--- src/rtl/tft_strobe_pkg.sv ---
package tft_strobe_pkg;
  typedef enum logic [1:0] {
    SQ_IDLE = 2'd0,
    SQ_REV  = 2'd1,
    SQ_LINE = 2'd2,
    SQ_ALL  = 2'd3
  } seq_state_e;
endpackage

--- src/rtl/strobe_pulse.sv ---
module strobe_pulse #(
  parameter int W           = 14,
  parameter bit ACTIVE_HIGH = 1'b1
) (
  input  logic         clk,
  input  logic         rst_n,
  input  logic         run,
  input  logic [W-1:0] width,
  input  logic [W-1:0] period,
  output logic [W-1:0] cnt,
  output logic         pulse
);
  logic [W-1:0] cnt_nxt;
  logic         in_window;

  always_comb begin
    if (!run)
      cnt_nxt = '0;
    else if (cnt >= period - W'(1))
      cnt_nxt = '0;
    else
      cnt_nxt = cnt + W'(1);
  end

  always_ff @(posedge clk or negedge rst_n) begin
    if (!rst_n) cnt <= '0;
    else        cnt <= cnt_nxt;
  end

  assign in_window = run && (cnt < width);

  generate
    if (ACTIVE_HIGH) begin : g_hi
      assign pulse = in_window;
    end else begin : g_lo
      assign pulse = !in_window;
    end
  endgenerate

  // a running counter never reaches its period
  p_cnt_in_range_r9: assert property (@(posedge clk) disable iff (!rst_n)
    run |-> (cnt < period));

  // a nonzero count exists only if the generator ran on the previous edge
  p_cnt_origin_r8: assert property (@(posedge clk) disable iff (!rst_n)
    (cnt != '0) |-> $past(run));
endmodule

--- src/rtl/tft_start_seq.sv ---
module tft_start_seq
  import tft_strobe_pkg::*;
#(
  parameter int W         = 14,
  parameter int REV_GATE  = 11,
  parameter int LINE_GATE = 3
) (
  input  logic         clk,
  input  logic         rst_n,
  input  logic         enable,
  input  logic [W-1:0] rev_cnt,
  input  logic [W-1:0] line_cnt,
  output logic         run_rev,
  output logic         run_line,
  output logic         run_all,
  output logic         done
);
  seq_state_e state, state_nxt;

  always_comb begin
    state_nxt = state;
    if (!enable) begin
      state_nxt = SQ_IDLE;
    end else begin
      case (state)
        SQ_IDLE: state_nxt = SQ_REV;
        SQ_REV:  if (rev_cnt > W'(REV_GATE))    state_nxt = SQ_LINE;
        SQ_LINE: if (line_cnt >= W'(LINE_GATE)) state_nxt = SQ_ALL;
        default: state_nxt = state;
      endcase
    end
  end

  always_ff @(posedge clk or negedge rst_n) begin
    if (!rst_n) state <= SQ_IDLE;
    else        state <= state_nxt;
  end

  assign run_rev  = enable && (state != SQ_IDLE);
  assign run_line = enable && ((state == SQ_LINE) || (state == SQ_ALL));
  assign run_all  = enable && (state == SQ_ALL);
  assign done     = (state == SQ_ALL);

  // latch generator released only after reversal count passed its gate
  p_line_gate_r3: assert property (@(posedge clk) disable iff (!rst_n)
    $rose(run_line) |-> ($past(rev_cnt) > W'(REV_GATE)));

  // remaining generators released only after latch count reached its gate
  p_all_gate_r4: assert property (@(posedge clk) disable iff (!rst_n)
    $rose(run_all) |-> ($past(line_cnt) >= W'(LINE_GATE)));
endmodule

--- src/rtl/tft_strobe_gen.sv ---
module tft_strobe_gen #(
  parameter int LINE_W      = 10,
  parameter int FLINE_W     = 9,
  parameter int SHIFT_WIDTH = 248,
  parameter int REV_GATE    = 11,
  parameter int LINE_GATE   = 3
) (
  input  logic               clk,
  input  logic               rst_n,
  input  logic               enable,
  input  logic [LINE_W-1:0]  line_len,
  input  logic [FLINE_W-1:0] frame_lines,
  output logic               row_latch,
  output logic               frame_start,
  output logic               sample,
  output logic               shift_win_n,
  output logic               pol_rev,
  output logic               start_done
);
  localparam int W = LINE_W + FLINE_W;

  logic [W-1:0] len_w, len2_w, frame_per, one_w, shift_w;
  logic [W-1:0] rev_cnt, line_cnt, samp_cnt, frm_cnt, shf_cnt;
  logic         run_rev, run_line, run_all;

  assign len_w     = W'(line_len);
  assign len2_w    = len_w << 1;
  assign frame_per = len_w * W'(frame_lines);
  assign one_w     = W'(1);
  assign shift_w   = W'(SHIFT_WIDTH);

  tft_start_seq #(.W(W), .REV_GATE(REV_GATE), .LINE_GATE(LINE_GATE)) u_seq (
    .clk(clk), .rst_n(rst_n), .enable(enable),
    .rev_cnt(rev_cnt), .line_cnt(line_cnt),
    .run_rev(run_rev), .run_line(run_line), .run_all(run_all),
    .done(start_done)
  );

  strobe_pulse #(.W(W), .ACTIVE_HIGH(1'b1)) u_rev (
    .clk(clk), .rst_n(rst_n), .run(run_rev),
    .width(len_w), .period(len2_w), .cnt(rev_cnt), .pulse(pol_rev)
  );

  strobe_pulse #(.W(W), .ACTIVE_HIGH(1'b1)) u_latch (
    .clk(clk), .rst_n(rst_n), .run(run_line),
    .width(one_w), .period(len_w), .cnt(line_cnt), .pulse(row_latch)
  );

  strobe_pulse #(.W(W), .ACTIVE_HIGH(1'b1)) u_sample (
    .clk(clk), .rst_n(rst_n), .run(run_all),
    .width(one_w), .period(len_w), .cnt(samp_cnt), .pulse(sample)
  );

  strobe_pulse #(.W(W), .ACTIVE_HIGH(1'b1)) u_frame (
    .clk(clk), .rst_n(rst_n), .run(run_all),
    .width(len2_w), .period(frame_per), .cnt(frm_cnt), .pulse(frame_start)
  );

  strobe_pulse #(.W(W), .ACTIVE_HIGH(1'b0)) u_shift (
    .clk(clk), .rst_n(rst_n), .run(run_all),
    .width(shift_w), .period(len_w), .cnt(shf_cnt), .pulse(shift_win_n)
  );

  // the row latch is one clock wide
  p_latch_single_r3: assert property (@(posedge clk) disable iff (!rst_n)
    row_latch |=> !row_latch);

  // the three late generators come up on the same edge as done
  p_start_together_r4: assert property (@(posedge clk) disable iff (!rst_n)
    $rose(start_done) |-> (sample && frame_start && !shift_win_n));

  // a low enable leaves everything idle after the next edge
  p_disable_clears_r8: assert property (@(posedge clk) disable iff (!rst_n)
    !enable |=> (!start_done && !pol_rev && !row_latch));
endmodule

--- config.mk ---
export PLATFORM = sky130hd
export DESIGN_NAME = tft_strobe_gen
export DESIGN_NICKNAME = d
export VERILOG_FILES = /design/src/rtl/tft_strobe_pkg.sv /design/src/rtl/strobe_pulse.sv /design/src/rtl/tft_start_seq.sv /design/src/rtl/tft_strobe_gen.sv
export SDC_FILE = /design/constraint.sdc
export NUM_CORES = 1
export LEC_CHECK = 0
export ABC_AREA = 0
export BUFFER_PORTS_ARGS = -buffer_cell sky130_fd_sc_hd__buf_2
export CORE_ASPECT_RATIO = 1.1
export CORE_MARGIN = 10
export CORE_UTILIZATION = 55
export CTS_BUF_LIST = sky130_fd_sc_hd__clkbuf_2 sky130_fd_sc_hd__clkbuf_4 sky130_fd_sc_hd__clkbuf_8
export DETAILED_ROUTE_END_ITERATION = 10
export PLACE_DENSITY_LB_ADDON = 0.2
export SYNTH_ARGS = -nofsm -noshare
export SYNTH_HDL_FRONTEND = slang
export SYNTH_SLANG_ARGS = --single-unit
--- constraint.sdc ---
create_clock -name clk -period 2.7 [get_ports clk]
set_input_delay 0.135 -clock clk [delete_from_list [all_inputs] [get_ports clk]]
set_output_delay 0.135 -clock clk [all_outputs]
set_load 0.05 [all_outputs]
==> impl_metrics.json, run 1 <==
{
  "route.vias.total": 9041,
  "hold_violations": 0,
  "gr-usage-all-layers": 0.209,
  "p_per_area_nw_per_um2": 732,
  "worstPathRequired_ns": 3.03,
  "syn_area_sq_um": 10600,
  "drtPass1Iterations": 5,
  "ys_ff_latch": 97,
  "yosysWarnings": 0,
  "drive_gt1_frac": 0.213,
  "start_util": 0.557,
  "ant_nets": 0,
  "clk_latency_ns": 0.39,
  "cts_max_level": 3,
  "yosysMostFrequentCell": "ha_1",
  "path_max_fanout": 8,
  "nNetsFinal": 1611,
  "max_slew.worst_pin.slew_ns": 0.672,
  "vdd_ir_drop_max_uv": 910,
  "wl_per_cell_um": 16.6,
  "ys.flop_type": "dfrtp_1",
  "cts_tree": "done",
  "min_path_type": "input pin to flip-flop",
  "violations": "setup timing",
  "syn_nets": 1456,
  "grt_pass1_wl_um": 43900,
  "clockRootBuffer": "clkbuf_8",
  "globalplace.congestion": 0.892,
  "yosys-top-cells-count": "ha_1, nor2_1, nand2_1, inv_1, dfrtp_1",
  "synth_top_cells_by_area": "dfrtp_1, ha_1, fa_1, nor2_1, nand2_1",
  "clkTransAtPathRegs_ns": 0.10,
  "drtIter0Drc": 502,
  "leakage_nw": 6.29,
  "fin_setup_tns_ns": -42.72,
  "synth_top_cell_by_area": "dfrtp_1",
  "hpwlAfterDp_um": 20500,
  "antenna_found_initial": 0,
  "clockBufferDepth": 2,
  "reg2regPathDepth": 8,
  "slew_violations": 0,
  "end_kind": "flip-flop",
  "yosysSeqAreaShare": 0.230,
  "skew_ns": 0.0140,
  "synth_cells": 1197,
  "period_share": 1.84,
  "place.port_buffers": 27,
  "relSlewSlack": 0.552,
  "area_delta_synth_final_pct": 23.2,
  "stdcell_area_sq_um": 13000,
  "synthArstFlopShare": 1.00,
  "placed_area_sq_um": 12100,
  "synth_edf_count": 0,
  "rows": 53,
  "via_per_inst": 5.64,
  "wl_um": 26600,
  "io_pins": 28,
  "synthDistinctLibCells": 58,
  "cts_buffers": 9,
  "fmax_mhz": 201,
  "start_kind": "input pin",
  "clock_sinks": 97,
  "cp.arrival_ns": 5.30,
  "fin_ws_ns": -2.27,
  "hold_slack_ns": 0.0486,
  "cap_violations": 0,
  "worstHoldPathCells": 3,
  "grt_pass1_vias": 9203,
  "period_minus_slack_ns": 4.97,
  "antenna_cells": 0,
  "status": "complete, but fails checks",
  "dieHeight_um": 165,
  "die_w_um": 152,
  "synth.top_cell.area_share": 0.230,
  "gr-total-overflow": 0,
  "die-area_sq_um": 25100,
  "rsz0062_at_grt": "true",
  "setup_viol": 19,
  "grt_max_degree": 52,
  "coreArea_sq_um": 19000,
  "drc": 0,
  "fin_util": 0.686,
  "total_power_mw": 9.51,
  "synth_area_per_cell_sq_um": 8.82,
  "crit_type": "input pin to flip-flop"
}
[metal layers]
metal  vias to the layer above  GRT usage  wire length, um  part of all wire
met4                         0     0.0771              889             0.033
li1                       4402          -                -                 -
met5                         -          0                0                 0
met1                      4406      0.243            11200              0.42
met2                       165      0.384            13700              0.52
met3                        68     0.0293              777             0.029
[per-stage QoR]
stage,cells,setup WS (ns)
floorplan,1197,-2.49
global placement,1578,-2.73
detailed placement,1578,-2.81
CTS,1596,-2.32
global route,1604,-2.46
finish,1604,-2.27
[layout by cell type, fill, tap and decap left out, drive strengths merged, types with 3 or more instances in the layout]
cell and n:
xor2 51, a2111oi 3, and3 10, or3 3
a31oi 6, and4 10, nor4 19, or2 3
buf 167, nand2 135, a21o 19, xnor2 55
o21ai 30, o21a 4, nor2 147, nor2b 12
clkbuf 13, ha 177, inv 99, and2 43
o2111ai 6, nand2b 12, a211o 5, a211oi 13
nand3 31, dfrtp 97, nor3 18, or4 3
o311a 3, nand4 33, fa 60, a21oi 42
[repair_timing]
| item | 4_1_cts | 5_1_grt |
|---|---|---|
| hold buffers | 1 | 0 |
| endpoints found under the setup margin | 59 | 90 |
| cloned | 0 | 4 |
| resized for setup | 30 | 98 |
| pin swaps | 11 | 27 |
| buffers inserted | 1 | 4 |
| endpoints found under the hold margin | 48 | 0 |
[layout make-up]
cell class              count  area (sq um)
repair buffers            170          1420
clock inverters             5          86.3
well taps                 247           309
multi-input cells         976          8250
inverters                  98           368
clock buffers              11           145
flip-flops and latches     97          2430
fillers                  1506          5960
[logic make-up after synthesis]
kind of cell / after synthesis / share of synthesized area
buf+inv: 124 / 0.0452
mux: 3 / 0.00296
flops: 97 / 0.230
fa+ha+maj: 237 / 0.324
compound gates: 146 / 0.0921
simple gates: 484 / 0.218
xor+xnor: 106 / 0.0879
[worst max-delay path, stage by stage]
cell and delay, ns:
buf_8 0.09, nand2_4 0.05, fa_1 0.54, inv_2 0.05
ha_4 0.26, fa_1 0.42, fa_1 0.49, inv_1 0.05
fa_1 0.48, inv_2 0.04, ha_4 0.21, and2_4 0.14
a211o_1 0.29, o21a_1 0.19, o211a_1 0.23, a211oi_2 0.16
xor2_1 0.20, ha_1 0.28, a21o_1 0.19, a21o_1 0.15
a211oi_2 0.24, a21oi_4 0.14, buf_12 0.17, nor2_2 0.08
[flip-flops by register name (all words and copies together), names as in the netlist]
signal / cells
u_latch.cnt: 19
u_seq.state: 2
u_frame.cnt: 19
u_sample.cnt: 19
u_shift.cnt: 19
u_rev.cnt: 19
[path summary, 6_finish.rpt]
| check | from | end | slack [ns] |
|---|---|---|---|
| max in group asynchronous | rst_n | u_shift.cnt[15]$_DFF_PN0_ | 1.67 |
| min in group asynchronous | rst_n | u_sample.cnt[14]$_DFF_PN0_ | 0.31 |
| worst max-delay path | frame_lines[1] | u_frame.cnt[16]$_DFF_PN0_ | -2.27 |
| worst min-delay path | enable | u_seq.state[1]$_DFFE_PN0P_ | 0.05 |
| worst max register to register | u_seq.state[1]$_DFFE_PN0P_ | u_seq.state[0]$_DFFE_PN0P_ | 0.35 |
| worst min register to register | u_shift.cnt[0]$_DFF_PN0_ | u_shift.cnt[0]$_DFF_PN0_ | 0.50 |
[power by group]
| group | total, mW | switching (mW) | internal, mW |
|---|---|---|---|
| Combinational | 6.89 | 3.46 | 3.43 |
| Sequential | 1.52 | 0.0365 | 1.48 |
| Clock | 1.11 | 0.546 | 0.564 |
| Total | 9.51 | 4.04 | 5.48 |
(Power assumes the default switching activity.)
==> run 2: changes to the inputs <==
--- a/config.mk
+++ b/config.mk
@@ -7,12 +7,15 @@
 export LEC_CHECK = 0
 export ABC_AREA = 0
 export BUFFER_PORTS_ARGS = -buffer_cell sky130_fd_sc_hd__buf_2
+export CELL_PAD_IN_SITES_DETAIL_PLACEMENT = 1
+export CELL_PAD_IN_SITES_GLOBAL_PLACEMENT = 1
 export CORE_ASPECT_RATIO = 1.1
 export CORE_MARGIN = 10
-export CORE_UTILIZATION = 55
+export CORE_UTILIZATION = 51
 export CTS_BUF_LIST = sky130_fd_sc_hd__clkbuf_2 sky130_fd_sc_hd__clkbuf_4 sky130_fd_sc_hd__clkbuf_8
 export DETAILED_ROUTE_END_ITERATION = 10
 export PLACE_DENSITY_LB_ADDON = 0.2
 export SYNTH_ARGS = -nofsm -noshare
 export SYNTH_HDL_FRONTEND = slang
 export SYNTH_SLANG_ARGS = --single-unit
+export TNS_END_PERCENT = 100
==> constraint.sdc (replaced) <==
create_clock -name clk -period 4.7 [get_ports clk]
set_input_delay 0.235 -clock clk [delete_from_list [all_inputs] [get_ports clk]]
set_output_delay 0.235 -clock clk [all_outputs]
set_load 0.05 [all_outputs]
==> run 2 against run 1 <==
Against the previous run:
- the run still ends with setup timing left
- non-clock buffer count is 41 lower
- sequential share of layout area is 0.76 points higher
- combinational power shrank 29%
- first-iteration DRC count decreased by 35%
- via count increased by 1.5%
- core utilization down 7.4 points
- count of clock-buffer cells in the layout fell by 2
- cell count is 1.9% lower
- worst setup slack improved by 1.6 ns
- largest cell class unchanged
==> impl_metrics.json, run 2 (synthesis gave the netlist of run 1 again) <==
{
  "status": "complete, but fails checks",
  "violations": "setup timing",
  "via_per_inst": 5.83,
  "gr-usage-met2": 0.461,
  "skew_ns": 0.0132,
  "drtIter0Drc": 328,
  "gr-total-overflow": 0,
  "cts_tree": "done",
  "io_pins": 28,
  "multi_input_area_sq_um": 8080,
  "rows": 55,
  "drtPass1Iterations": 4,
  "min_path_type": "input pin to flip-flop",
  "final_cell_mix": "ha_1, nor2_1, nand2_1",
  "clockRootBuffer": "clkbuf_8",
  "setup_viol": 19,
  "p_per_area_nw_per_um2": 509,
  "stdcell_area_sq_um": 12500,
  "antenna_found_initial": 1,
  "nNetsFinal": 1570,
  "internal-power_mw": 3.45,
  "drive_gt1_frac": 0.176,
  "start_util": 0.516,
  "cp.arrival_ns": 5.67,
  "grt_pass1_vias": 10387,
  "use_met3": 0.0334,
  "route.vias.total": 9175,
  "clockPowerShare": 0.093,
  "cts_buffers": 9,
  "wl_per_cell_um": 20.2,
  "ant_nets": 0,
  "dieHeight_um": 171,
  "worstPathRequired_ns": 5.04,
  "grt_pass1_wl_um": 52400,
  "cap_violations": 0,
  "drc": 0,
  "final-instance-count-excl-fill": 1573,
  "period_minus_slack_ns": 5.33,
  "slew_violations": 0,
  "globalRouteMet1Util": 0.267,
  "crit_top_cell": "fa_1",
  "vdd_ir_drop_max_uv": 359,
  "swShare": 0.458,
  "seq_area_sq_um": 2430,
  "gr-usage-all-layers": 0.244,
  "max_stage_delay_ns": 0.51,
  "placedCellCount": 1538,
  "period_share": 1.13,
  "clk_latency_ns": 0.40,
  "relSlewSlack": 0.424,
  "power_switching_mw": 2.91,
  "crit_path_top_delay_cell": "fa_1",
  "hold_violations": 0,
  "nFillCells": 2377,
  "clockBufferDepth": 2,
  "crit_type": "input pin to flip-flop",
  "hpwlAfterDp_um": 23700,
  "mostFrequentLayoutCell": "ha_1",
  "grt_busiest_layer": "met2",
  "area_delta_synth_final_pct": 18.3,
  "cts_max_level": 3,
  "leakage_nw": 6.09,
  "grt_max_degree": 56,
  "coreArea_sq_um": 20400,
  "fin_util": 0.611,
  "placed_area_sq_um": 11700,
  "start_kind": "input pin",
  "combPwrFrac": 0.768,
  "clock_sinks": 97,
  "max_slew.worst_pin.slew_ns": 0.863,
  "path_max_fanout": 5,
  "wl_um": 31800,
  "clkTransAtPathRegs_ns": 0.11,
  "fin_ws_ns": -0.633,
  "power_frac_seq": 0.139,
  "die-area_sq_um": 26900,
  "end_kind": "flip-flop",
  "fmax_mhz": 188,
  "globalplace.congestion": 0.860,
  "place.port_buffers": 27,
  "die_w_um": 157,
  "rsz0062_at_grt": "true"
}
## run 2: power groups by stage
stage	Combinational (mW)	Clock, mW	Sequential (mW)
global placement	3.70	0	0.897
global route	5.29	0.647	0.886
finish	4.88	0.594	0.882
CTS	4.35	0.616	0.882
floorplan	2.45	0	0.887
detailed placement	3.91	0	0.899
## run 2: critical path, delay by kind of cell
kind	cells	cell delay (ns)
fa+ha+maj	7	2.67
compound gates	7	1.24
buf+inv	7	0.77
simple gates	4	0.54
xor+xnor	1	0.21
## run 2: path summary, 6_finish.rpt
check	cells past startpoint	endpoint	slack, ns	startpoint
min reg2reg	1	u_shift.cnt[0]$_DFF_PN0_	0.52	u_shift.cnt[0]$_DFF_PN0_
max in group asynchronous	3	u_sample.cnt[3]$_DFF_PN0_	3.22	rst_n
min in group asynchronous	2	u_rev.cnt[15]$_DFF_PN0_	0.43	rst_n
min	3	u_seq.state[1]$_DFFE_PN0P_	0.15	enable
max	26	u_frame.cnt[11]$_DFF_PN0_	-0.63	line_len[1]
max reg2reg	8	u_latch.cnt[10]$_DFF_PN0_	2.22	u_latch.cnt[0]$_DFF_PN0_
## run 2: per-stage QoR
stage	TNS, ns	hold slack (ns)	setup WS [ns]	power, mW
5_1_grt	-14.03	0.152	-0.794	6.82
6_report	-11.12	0.149	-0.633	6.35
3_3_place_gp	-14.72	0.336	-0.863	4.60
3_5_place_dp	-18.19	0.339	-1.01	4.81
2_1_floorplan	-10.16	-0.0606	-0.587	3.33
4_1_cts	-9.62	0.127	-0.552	5.85
## run 2: timing repair
action,4_1_cts,5_1_grt
endpoints found under the hold margin,54,0
gates cloned,4,1
hold buffers,1,0
setup buffers,8,6
setup endpoints to repair,19,19
pin swaps,10,26
gates resized for setup,61,42
## run 2: metal layers
layer  vias to the layer above  wire length, um
met2                       147            17200
met3                        71              947
li1                       4312                -
met4                         0             1030
met1                      4645            12500
met5                         -                0
## run 2: cell type report
type / instances / area share
Sequential cell: 97 / 0.194
Clock buffer: 9 / 0.00992
Timing Repair Buffer: 129 / 0.0867
Inverter: 98 / 0.0295
Antenna cell: 1 / 0.000200
Clock inverter: 7 / 0.00681
Multi-Input combinational cell: 976 / 0.647
Tap cell: 256 / 0.0256
